$ cat src/rtl/fl_seq_pkg.sv
package fl_seq_pkg;
  typedef enum logic [1:0] {
    OP_PGM_ERASE = 2'd0,
    OP_PGM       = 2'd1,
    OP_PG_ERASE  = 2'd2,
    OP_BLK_ERASE = 2'd3
  } fl_op_e;

  typedef enum logic [1:0] {
    ST_IDLE  = 2'd0,
    ST_ERASE = 2'd1,
    ST_PROG  = 2'd2,
    ST_BLK   = 2'd3
  } fl_st_e;

  localparam int unsigned BLK_PAGES_LOG2 = 3;
endpackage

$ cat src/rtl/fl_prot.sv
module fl_prot #(
  parameter int unsigned PAGE_W     = 13,
  parameter int unsigned PROT_PAGES = 256
) (
  input  logic              wp_ni,
  input  logic [1:0]        op_i,
  input  logic [PAGE_W-1:0] page_i,
  output logic              allow_o
);
  import fl_seq_pkg::*;

  logic [PAGE_W-1:0] base;

  always_comb begin
    base = page_i;
    if (fl_op_e'(op_i) == OP_BLK_ERASE) base[BLK_PAGES_LOG2-1:0] = '0;
  end

  generate
    if (PROT_PAGES == 0) begin : g_noprot
      assign allow_o = 1'b1;
    end else begin : g_prot
      assign allow_o = wp_ni || (base >= PAGE_W'(PROT_PAGES));
    end
  endgenerate
endmodule

$ cat src/rtl/fl_ctrl.sv
module fl_ctrl #(
  parameter int unsigned PAGE_W    = 13,
  parameter int unsigned CNT_W     = 14,
  parameter int unsigned ERASE_CYC = 1024,
  parameter int unsigned PROG_CYC  = 2048,
  parameter int unsigned BLK_CYC   = 8192
) (
  input  logic              clk_i,
  input  logic              rst_ni,
  input  logic              cmd_valid_i,
  input  logic [1:0]        cmd_op_i,
  input  logic              cmd_buf_i,
  input  logic [PAGE_W-1:0] cmd_page_i,
  input  logic              allow_i,
  output fl_seq_pkg::fl_st_e state_o,
  output logic [CNT_W-1:0]  cnt_o,
  output fl_seq_pkg::fl_op_e op_o,
  output logic              buf_o,
  output logic [PAGE_W-1:0] page_o
);
  import fl_seq_pkg::*;

  localparam logic [CNT_W-1:0] LAST_E = CNT_W'(ERASE_CYC - 1);
  localparam logic [CNT_W-1:0] LAST_P = CNT_W'(PROG_CYC - 1);
  localparam logic [CNT_W-1:0] LAST_B = CNT_W'(BLK_CYC - 1);

  fl_st_e st_q, st_d;
  logic [CNT_W-1:0] cnt_q, cnt_d;
  logic accept;

  assign accept = cmd_valid_i && (st_q == ST_IDLE) && allow_i;

  always_comb begin
    st_d  = st_q;
    cnt_d = cnt_q + 1'b1;
    unique case (st_q)
      ST_IDLE: begin
        cnt_d = '0;
        if (accept) begin
          unique case (fl_op_e'(cmd_op_i))
            OP_PGM:       st_d = ST_PROG;
            OP_BLK_ERASE: st_d = ST_BLK;
            default:      st_d = ST_ERASE;
          endcase
        end
      end
      ST_ERASE: if (cnt_q == LAST_E) begin
        cnt_d = '0;
        st_d  = (op_o == OP_PGM_ERASE) ? ST_PROG : ST_IDLE;
      end
      ST_PROG: if (cnt_q == LAST_P) begin
        cnt_d = '0;
        st_d  = ST_IDLE;
      end
      ST_BLK: if (cnt_q == LAST_B) begin
        cnt_d = '0;
        st_d  = ST_IDLE;
      end
      default: st_d = ST_IDLE;
    endcase
  end

  always_ff @(posedge clk_i or negedge rst_ni) begin
    if (!rst_ni) begin
      st_q   <= ST_IDLE;
      cnt_q  <= '0;
      op_o   <= OP_PGM_ERASE;
      buf_o  <= 1'b0;
      page_o <= '0;
    end else begin
      st_q  <= st_d;
      cnt_q <= cnt_d;
      if (accept) begin
        op_o   <= fl_op_e'(cmd_op_i);
        buf_o  <= cmd_buf_i;
        page_o <= cmd_page_i;
      end
    end
  end

  assign state_o = st_q;
  assign cnt_o   = cnt_q;
endmodule

$ cat src/rtl/fl_dp.sv
module fl_dp #(
  parameter int unsigned PAGE_W     = 13,
  parameter int unsigned PAGE_BYTES = 512,
  parameter int unsigned DATA_W     = 8,
  parameter int unsigned CNT_W      = 14,
  parameter int unsigned BYTE_W     = 9
) (
  input  fl_seq_pkg::fl_st_e      state_i,
  input  logic [CNT_W-1:0]        cnt_i,
  input  fl_seq_pkg::fl_op_e      op_i,
  input  logic                    buf_i,
  input  logic [PAGE_W-1:0]       page_i,
  input  logic [DATA_W-1:0]       arr_rdata_i,
  input  logic [DATA_W-1:0]       buf_rdata_i,
  output logic                    arr_we_o,
  output logic [PAGE_W+BYTE_W-1:0] arr_addr_o,
  output logic [DATA_W-1:0]       arr_wdata_o,
  output logic                    buf_sel_o,
  output logic [BYTE_W-1:0]       buf_addr_o
);
  import fl_seq_pkg::*;

  localparam int unsigned BG = BLK_PAGES_LOG2;
  localparam logic [CNT_W-1:0] PG_END  = CNT_W'(PAGE_BYTES);
  localparam logic [CNT_W-1:0] BLK_END = CNT_W'(PAGE_BYTES << BG);

  logic [PAGE_W-1:0] pg;
  logic [BYTE_W-1:0] byte_idx;

  assign byte_idx = cnt_i[BYTE_W-1:0];

  always_comb begin
    pg = page_i;
    if (state_i == ST_BLK) pg[BG-1:0] = cnt_i[BYTE_W+BG-1:BYTE_W];
  end

  always_comb begin
    unique case (state_i)
      ST_ERASE, ST_PROG: arr_we_o = cnt_i < PG_END;
      ST_BLK:            arr_we_o = cnt_i < BLK_END;
      default:           arr_we_o = 1'b0;
    endcase
  end

  always_comb begin
    if (state_i != ST_PROG)    arr_wdata_o = '1;
    else if (op_i == OP_PGM)   arr_wdata_o = buf_rdata_i & arr_rdata_i; // cells only clear
    else                       arr_wdata_o = buf_rdata_i;
  end

  assign arr_addr_o = {pg, byte_idx};
  assign buf_sel_o  = buf_i;
  assign buf_addr_o = byte_idx;
endmodule

$ cat src/rtl/fl_seq.sv
module fl_seq #(
  parameter int unsigned PAGE_W     = 13,
  parameter int unsigned PAGE_BYTES = 512,
  parameter int unsigned DATA_W     = 8,
  parameter int unsigned PROT_PAGES = 256,
  parameter int unsigned ERASE_CYC  = 1024,
  parameter int unsigned PROG_CYC   = 2048,
  parameter int unsigned BLK_CYC    = 8192,
  localparam int unsigned BYTE_W    = $clog2(PAGE_BYTES),
  localparam int unsigned ADDR_W    = PAGE_W + BYTE_W
) (
  input  logic              clk_i,
  input  logic              rst_ni,
  input  logic              cmd_valid_i,
  input  logic [1:0]        cmd_op_i,
  input  logic              cmd_buf_i,
  input  logic [PAGE_W-1:0] cmd_page_i,
  input  logic              wp_ni,
  output logic              arr_we_o,
  output logic [ADDR_W-1:0] arr_addr_o,
  output logic [DATA_W-1:0] arr_wdata_o,
  input  logic [DATA_W-1:0] arr_rdata_i,
  output logic              buf_sel_o,
  output logic [BYTE_W-1:0] buf_addr_o,
  input  logic [DATA_W-1:0] buf_rdata_i,
  output logic              ready_o
);
  import fl_seq_pkg::*;

  localparam int unsigned MAX_EP  = (ERASE_CYC > PROG_CYC) ? ERASE_CYC : PROG_CYC;
  localparam int unsigned MAX_CYC = (MAX_EP > BLK_CYC) ? MAX_EP : BLK_CYC;
  localparam int unsigned CNT_W   = $clog2(MAX_CYC + 1);

  logic              allow;
  fl_st_e            st;
  logic [CNT_W-1:0]  cnt;
  fl_op_e            op_q;
  logic              buf_q;
  logic [PAGE_W-1:0] page_q;

  fl_prot #(.PAGE_W(PAGE_W), .PROT_PAGES(PROT_PAGES)) u_prot (
    .wp_ni  (wp_ni),
    .op_i   (cmd_op_i),
    .page_i (cmd_page_i),
    .allow_o(allow)
  );

  fl_ctrl #(
    .PAGE_W(PAGE_W), .CNT_W(CNT_W),
    .ERASE_CYC(ERASE_CYC), .PROG_CYC(PROG_CYC), .BLK_CYC(BLK_CYC)
  ) u_ctrl (
    .clk_i      (clk_i),
    .rst_ni     (rst_ni),
    .cmd_valid_i(cmd_valid_i),
    .cmd_op_i   (cmd_op_i),
    .cmd_buf_i  (cmd_buf_i),
    .cmd_page_i (cmd_page_i),
    .allow_i    (allow),
    .state_o    (st),
    .cnt_o      (cnt),
    .op_o       (op_q),
    .buf_o      (buf_q),
    .page_o     (page_q)
  );

  fl_dp #(
    .PAGE_W(PAGE_W), .PAGE_BYTES(PAGE_BYTES), .DATA_W(DATA_W),
    .CNT_W(CNT_W), .BYTE_W(BYTE_W)
  ) u_dp (
    .state_i    (st),
    .cnt_i      (cnt),
    .op_i       (op_q),
    .buf_i      (buf_q),
    .page_i     (page_q),
    .arr_rdata_i(arr_rdata_i),
    .buf_rdata_i(buf_rdata_i),
    .arr_we_o   (arr_we_o),
    .arr_addr_o (arr_addr_o),
    .arr_wdata_o(arr_wdata_o),
    .buf_sel_o  (buf_sel_o),
    .buf_addr_o (buf_addr_o)
  );

  assign ready_o = (st == ST_IDLE);
endmodule

$ cat config.mk
export PLATFORM = sky130hd
export DESIGN_NAME = fl_seq
export DESIGN_NICKNAME = d
export VERILOG_FILES = /design/src/rtl/fl_seq_pkg.sv /design/src/rtl/fl_prot.sv /design/src/rtl/fl_ctrl.sv /design/src/rtl/fl_dp.sv /design/src/rtl/fl_seq.sv
export SDC_FILE = /design/constraint.sdc
export NUM_CORES = 1
export LEC_CHECK = 0
export ABC_AREA = 1
export BUFFER_PORTS_ARGS = -buffer_cell sky130_fd_sc_hd__clkbuf_2
export CAP_MARGIN = 10
export CORE_MARGIN = 3
export CORE_UTILIZATION = 37
export DETAILED_ROUTE_END_ITERATION = 6
export PLACE_DENSITY = 0.77
export SETUP_SLACK_MARGIN = 0.02
export SYNTH_ARGS = -nofsm -noshare
export SYNTH_HDL_FRONTEND = slang
export SYNTH_SLANG_ARGS = --single-unit
$ cat constraint.sdc
create_clock -name clk_i -period 1.5 [get_ports clk_i]
set_input_delay 0.3 -clock clk_i [delete_from_list [all_inputs] [get_ports clk_i]]
set_output_delay 0.3 -clock clk_i [all_outputs]
set_load 0.02 [all_outputs]
# Word-level counts from Yosys, hierarchy flattened
# Cells that the tools add are included.
# totals
wordCells,47
output_inout_bits,42
inputBits,36
regBits,32
# op_classes
addsub,1
mux,16
n_eq_ne,14
n_lt_le_gt_ge,3
n_bitwise,1
n_reduce_logical,7
# op_table
cell,count
one-hot mux 14 bit (4 select lines),1
two-way mux 14 bit,3
two-way mux 8 bit,2
"adder 14 x 1 -> 14 bit, second input constant",1
"equality test 14 x 10 -> 1 bit, second input constant",1
"equality test 14 x 11 -> 1 bit, second input constant",1
"equality test 14 x 13 -> 1 bit, second input constant",1
"less-than comparator 14 x 10 -> 1 bit, second input constant",1
"less-than comparator 14 x 13 -> 1 bit, second input constant",1
"greater-or-equal comparator 13 x 9 -> 1 bit, second input constant",1
two-way mux 2 bit,5
AND 8 bit,1
"inequality test 2 x 1 -> 1 bit, second input constant",4
one-hot mux 2 bit (4 select lines),1
"equality test 2 x 1 -> 1 bit, second input constant",3
"equality test 2 bit, second input constant",3
two-way mux 3 bit,2
logical NOT 2 bit,2
one-hot mux 2 bit (2 select lines),1
AND reduction 4 bit,1
logical AND 1 bit,2
"inequality test 2 bit, second input constant",1
one-hot mux 1 bit (2 select lines),1
OR reduction 2 bit,1
logical OR 1 bit,1

# Longest topological paths before layout
# logic_depth
ltp_word,7
depth_mapped,10
depth_no_buf,10

# Cells and area by module
# A second synthesis with hierarchy kept.
# hier_totals
hier_cells,237
area_unflattened_um2,2018.2
# modules_own_cells
mod,instances,area_per_inst_um2,cells_each,seq_area_each_um2
fl_ctrl,1,1572.8,161,800.8
fl_dp,1,425.4,71,0.0
fl_prot,1,16.3,4,0.0
fl_seq,1,3.8,1,0.0

# Worst setup path after synthesis
# No wires, ideal clock.
# synth_path
path_type,register -> register
from,register u_ctrl.st_q[0] (netlist: u_ctrl.state_o[0])
to,register u_ctrl.page_o[10]
setup_ns,0.125
path_buffers,2
path_stages_with_launch,7
arrival_time_ns,1.610
path_slack_ns,-0.234
required_time_ns,1.375
synth_period_minus_slack_ns,1.734
path_cell_list,dfrtp_1 -> inv_1 -> ha_1 -> buf_2 -> nand3_2 -> buf_2 -> mux2_2
# synth_between
elab_chain_cells,3
# synth_rtl
item,line,source
start: declaration,fl_ctrl.sv:27,"fl_st_e st_q, st_d;"
start signal: assignment,fl_ctrl.sv:71,st_q <= st_d;
logical NOT 2 bit,n/a,
net ready_o,fl_seq.sv:26,output logic ready_o
logical AND 1 bit (2 in a row),fl_ctrl.sv:31,assign accept = cmd_valid_i && (st_q == ST_IDLE) && allow_i;
end signal: assignment,fl_ctrl.sv:76,page_o <= cmd_page_i;
end: declaration,fl_ctrl.sv:19,output logic [PAGE_W-1:0] page_o
# The timed path passes the listed nets, and every way through them passes these cells.
# A chain may end at the register's enable or synchronous reset.

# Worst setup path in the final report
# layout_path
from,register u_ctrl.st_q[0] (netlist: u_ctrl.state_o[0])
to,output port arr_we_o
# layout_between
elab_chain_cells,3
elab_cells_between_ends,5
# layout_rtl
item,line,source
equality test 2 x 1 -> 1 bit / equality test 2 bit (equally long branches),fl_dp.sv:38,unique case (state_i)
OR reduction 2 bit,fl_dp.sv:38,
one-hot mux 1 bit (2 select lines) (*),fl_dp.sv:38,
end: declaration,fl_seq.sv:19,"output logic arr_we_o,"
# Every way passes the cells marked *; elsewhere a longest branch is shown, timed or not.

==> flow_metrics.py <==
metrics = {
    "routing": {
        "first_pass_iters": 4,
        "drtIter0Drc": 97,
        "drc": 0,
        "wl_per_cell_um": 12.37,
        "final_antenna_net_count": 0,
        "vias_per_cell": 4.621,
        "num_vias": 1802,
        "drt-total-wl_mm": 4.824,
    },
    "grt": {
        "grt_util_met2": 0.2571,
        "grt_usage": 0.1485,
        "grt.busiest_layer": "met2",
        "grtUsageMet1": 0.1756,
        "grt_max_degree": 33,
        "overflow": 0,
        "antenna_found_initial": 0,
        "grt_pass1_vias": 1731,
        "met3_usage": 0.04853,
        "grt_first_pass_wirelength_mm": 7.527,
    },
    "power_and_ir_drop": {
        "ir_drop_v": 0.001240,
        "fin_total_pwr_mw": 4.488,
        "power.leakage_nw": 1.384,
        "power.density_mw_per_mm2": 1645,
    },
    "synth": {
        "ys.flop_type": "dfrtp_1",
        "syn_avg_cell_area_um2": 8.438,
        "ys_ff_latch": 32,
        "syn_nets": 279,
        "yosysTopAreaCell": "dfrtp_1",
        "synth_cells": 238,
        "synth-edff-count": 0,
        "yosysSeqAreaShare": 0.3988,
        "synthTopCellsByArea": "dfrtp_1 (40%), buf_4 (10%), nand2_1 (8.2%)",
        "synthArstFlopShare": 1.000,
        "post_synth_num_cell_types": 27,
        "syn_area_mm2": 0.002008,
        "ys_warn_count": 0,
        "synth_top_area_frac": 0.3988,
    },
    "clock_tree": {
        "insertion_delay_ns": 0.29,
        "tritoncts": "yes",
        "numCtsBuffers": 5,
        "cts-htree-levels": 2,
        "clk_pin_slew_ns": 0.07,
        "root_buffer": "clkbuf_8",
        "clk_path_buf_depth": 2,
        "clock-sinks": 32,
    },
    "sta": {
        "min_period_over_period": 1.138,
        "fin_ws_ns": -0.2075,
        "tightest_slew_ns": 0.4011,
        "slew_viol_final": 0,
        "rsz0062_at_grt": "true",
        "fin_crit_ns": 1.708,
        "fmax_mhz": 585.6,
        "slew_headroom": 0.7326,
        "setup_tns_ns": -1.990,
        "timing_hold_violations_final": 0,
        "skew_ns": 0.008958,
        "setup_viol": 17,
    },
    "floorplan": {
        "ios": 78,
        "initial_core_util": 0.3882,
        "dieArea_mm2": 0.006347,
        "core_mm2": 0.005172,
        "die_width_um": 79.67,
        "fp.dieH_um": 79.67,
        "rows": 26,
    },
    "placement": {
        "portBuffers": 77,
        "placed_cell_area_mm2": 0.002382,
        "post-dp-hpwl_mm": 3.447,
        "dp.cells": 368,
        "gp_congestion": 0.8286,
    },
    "critical_path": {
        "path_max_fanout": 3,
        "path_class": "register to output port",
        "cp_data_arrival_time_ns": 1.41,
        "cp-start-kind": "register",
        "worstPathRequired_ns": 1.20,
        "cp-end-kind": "output port",
    },
    "run_status": {
        "status": "finished, violations left",
        "failed_checks": "setup timing",
    },
    "final_layout": {
        "final_area_mm2": 0.002728,
        "syn2layout_area_growth_pct": 35.83,
        "antennaDiodeCount": 0,
        "drive_gt1_frac": 0.5438,
        "nets": 360,
        "fin_cells": 390,
    },
    "run": {
        "maxCapViolCount": 0,
    },
    "min_path": {
        "hold_path.class": "input port to async pin",
    },
}
## power by group
| part | switching (mW) | internal (mW) | leakage, nW |
|---|---|---|---|
| clock | 0.315 | 0.586 | 0.0645 |
| sequential | 0.149 | 1.12 | 0.406 |
| combinational | 1.35 | 0.962 | 0.914 |
## worst max-delay path, stage by stage, from the launching register on
cell and delay (ns):
dfrtp_1 0.40, inv_2 0.08, ha_4 0.25, nand4_1 0.08, a21oi_1 0.14, buf_4 0.16
## stage by stage
| step | hold WS, ns | util | setup WS (ns) |
|---|---|---|---|
| 2_1_floorplan | 0.004409 | - | -0.009760 |
| 3_3_place_gp | 0.3404 | 0.4606 | 0.01009 |
| 3_5_place_dp | 0.3482 | 0.4606 | -0.02286 |
| 4_1_cts | 0.03478 | 0.5019 | -0.2391 |
| 5_1_grt | 0.06261 | 0.5273 | -0.2765 |
| 6_report | 0.02619 | 0.5273 | -0.2075 |
## worst paths after layout
check	from	end	slack (ns)	cells past startpoint
worst max-delay path	u_ctrl.state_o[0]	arr_we_o	-0.21	5
worst min-delay path	rst_ni	u_ctrl.cnt_o[2]	0.03	2
worst max register to register	u_ctrl.state_o[0]	u_ctrl.state_o[0]	-0.03	9
worst min register to register	u_ctrl.op_o[1]	u_ctrl.op_o[1]	0.49	2
max in group asynchronous	rst_ni	u_ctrl.cnt_o[10]	1.17	2
min in group clk_i	cmd_buf_i	u_ctrl.buf_o	0.24	2
## repair_timing
| item | in CTS | in global routing |
|---|---|---|
| gates resized for setup | 11 | 34 |
| setup buffers | 9 | 4 |
| endpoints found under the setup margin | 24 | 42 |
| endpoints found under the hold margin | 0 | 0 |
| pin swaps | 9 | 11 |
| hold buffers | 0 | 0 |
| gates cloned | 0 | 1 |
## synthesized netlist by cell type (3+ instances only)
| master | number |
|---|---|
| a21oi_1 | 6 |
| buf_4 | 28 |
| dfrtp_1 | 32 |
| ha_1 | 5 |
| inv_1 | 28 |
| mux2_2 | 14 |
| nand2_1 | 44 |
| nand3_1 | 14 |
| nand4_1 | 3 |
| nor2_1 | 25 |
| nor2_2 | 3 |
| o21ai_0 | 13 |
## state kept, by name, indices dropped and copies added, names as in the netlist
name,count
u_ctrl.buf_o,1
u_ctrl.op_o,2
u_ctrl.cnt_o,14
u_ctrl.state_o,2
u_ctrl.page_o,13
## metal layers
| layer | part of all wire | vias up | wire length (µm) |
|---|---|---|---|
| li1 | - | 900 | - |
| met1 | 0.41 | 826 | 1958 |
| met2 | 0.51 | 70 | 2470 |
| met3 | 0.073 | 6 | 353 |
| met4 | 0.0087 | 0 | 42 |
| met5 | 0 | - | 0 |
## cell type report
class / count / area (µm²)
clock buffers: 7 / 96.34
clock inverters: 1 / 30.03
fillers: 496 / 2445
inverters: 28 / 105.1
multi-input cells: 148 / 1005
flip-flops and latches: 32 / 803.3
well taps: 70 / 87.58
repair buffers: 104 / 600.6
## cells in the final DEF (no fill, tap or decap), types with 3 or more instances in the layout
cell,count
clkbuf_8,7
nand2_2,7
nor2_2,11
dfrtp_1,30
ha_2,3
o21ai_0,10
buf_4,30
a21oi_1,6
inv_2,8
clkbuf_2,72
mux2_2,14
nor2_1,15
nand3_2,3
inv_1,20
nand3_4,3
o21ai_1,3
nand4_1,3
nand3_1,11
nand2_1,38
nor2_4,4
## logic make-up after synthesis
family                     count (synthesis)  share of synthesized area
xor gates and xnor gates                   4                    0.01745
adders and majority gates                  5                    0.03115
DFF                                       32                     0.3988
buffers and inverters                     59                     0.1639
AOI/OAI and AO/OA                         26                    0.08100
and+or+nand+nor                           98                     0.2293
muxes                                     14                    0.07850
Note: power is estimated with default switching activity, not from simulation.
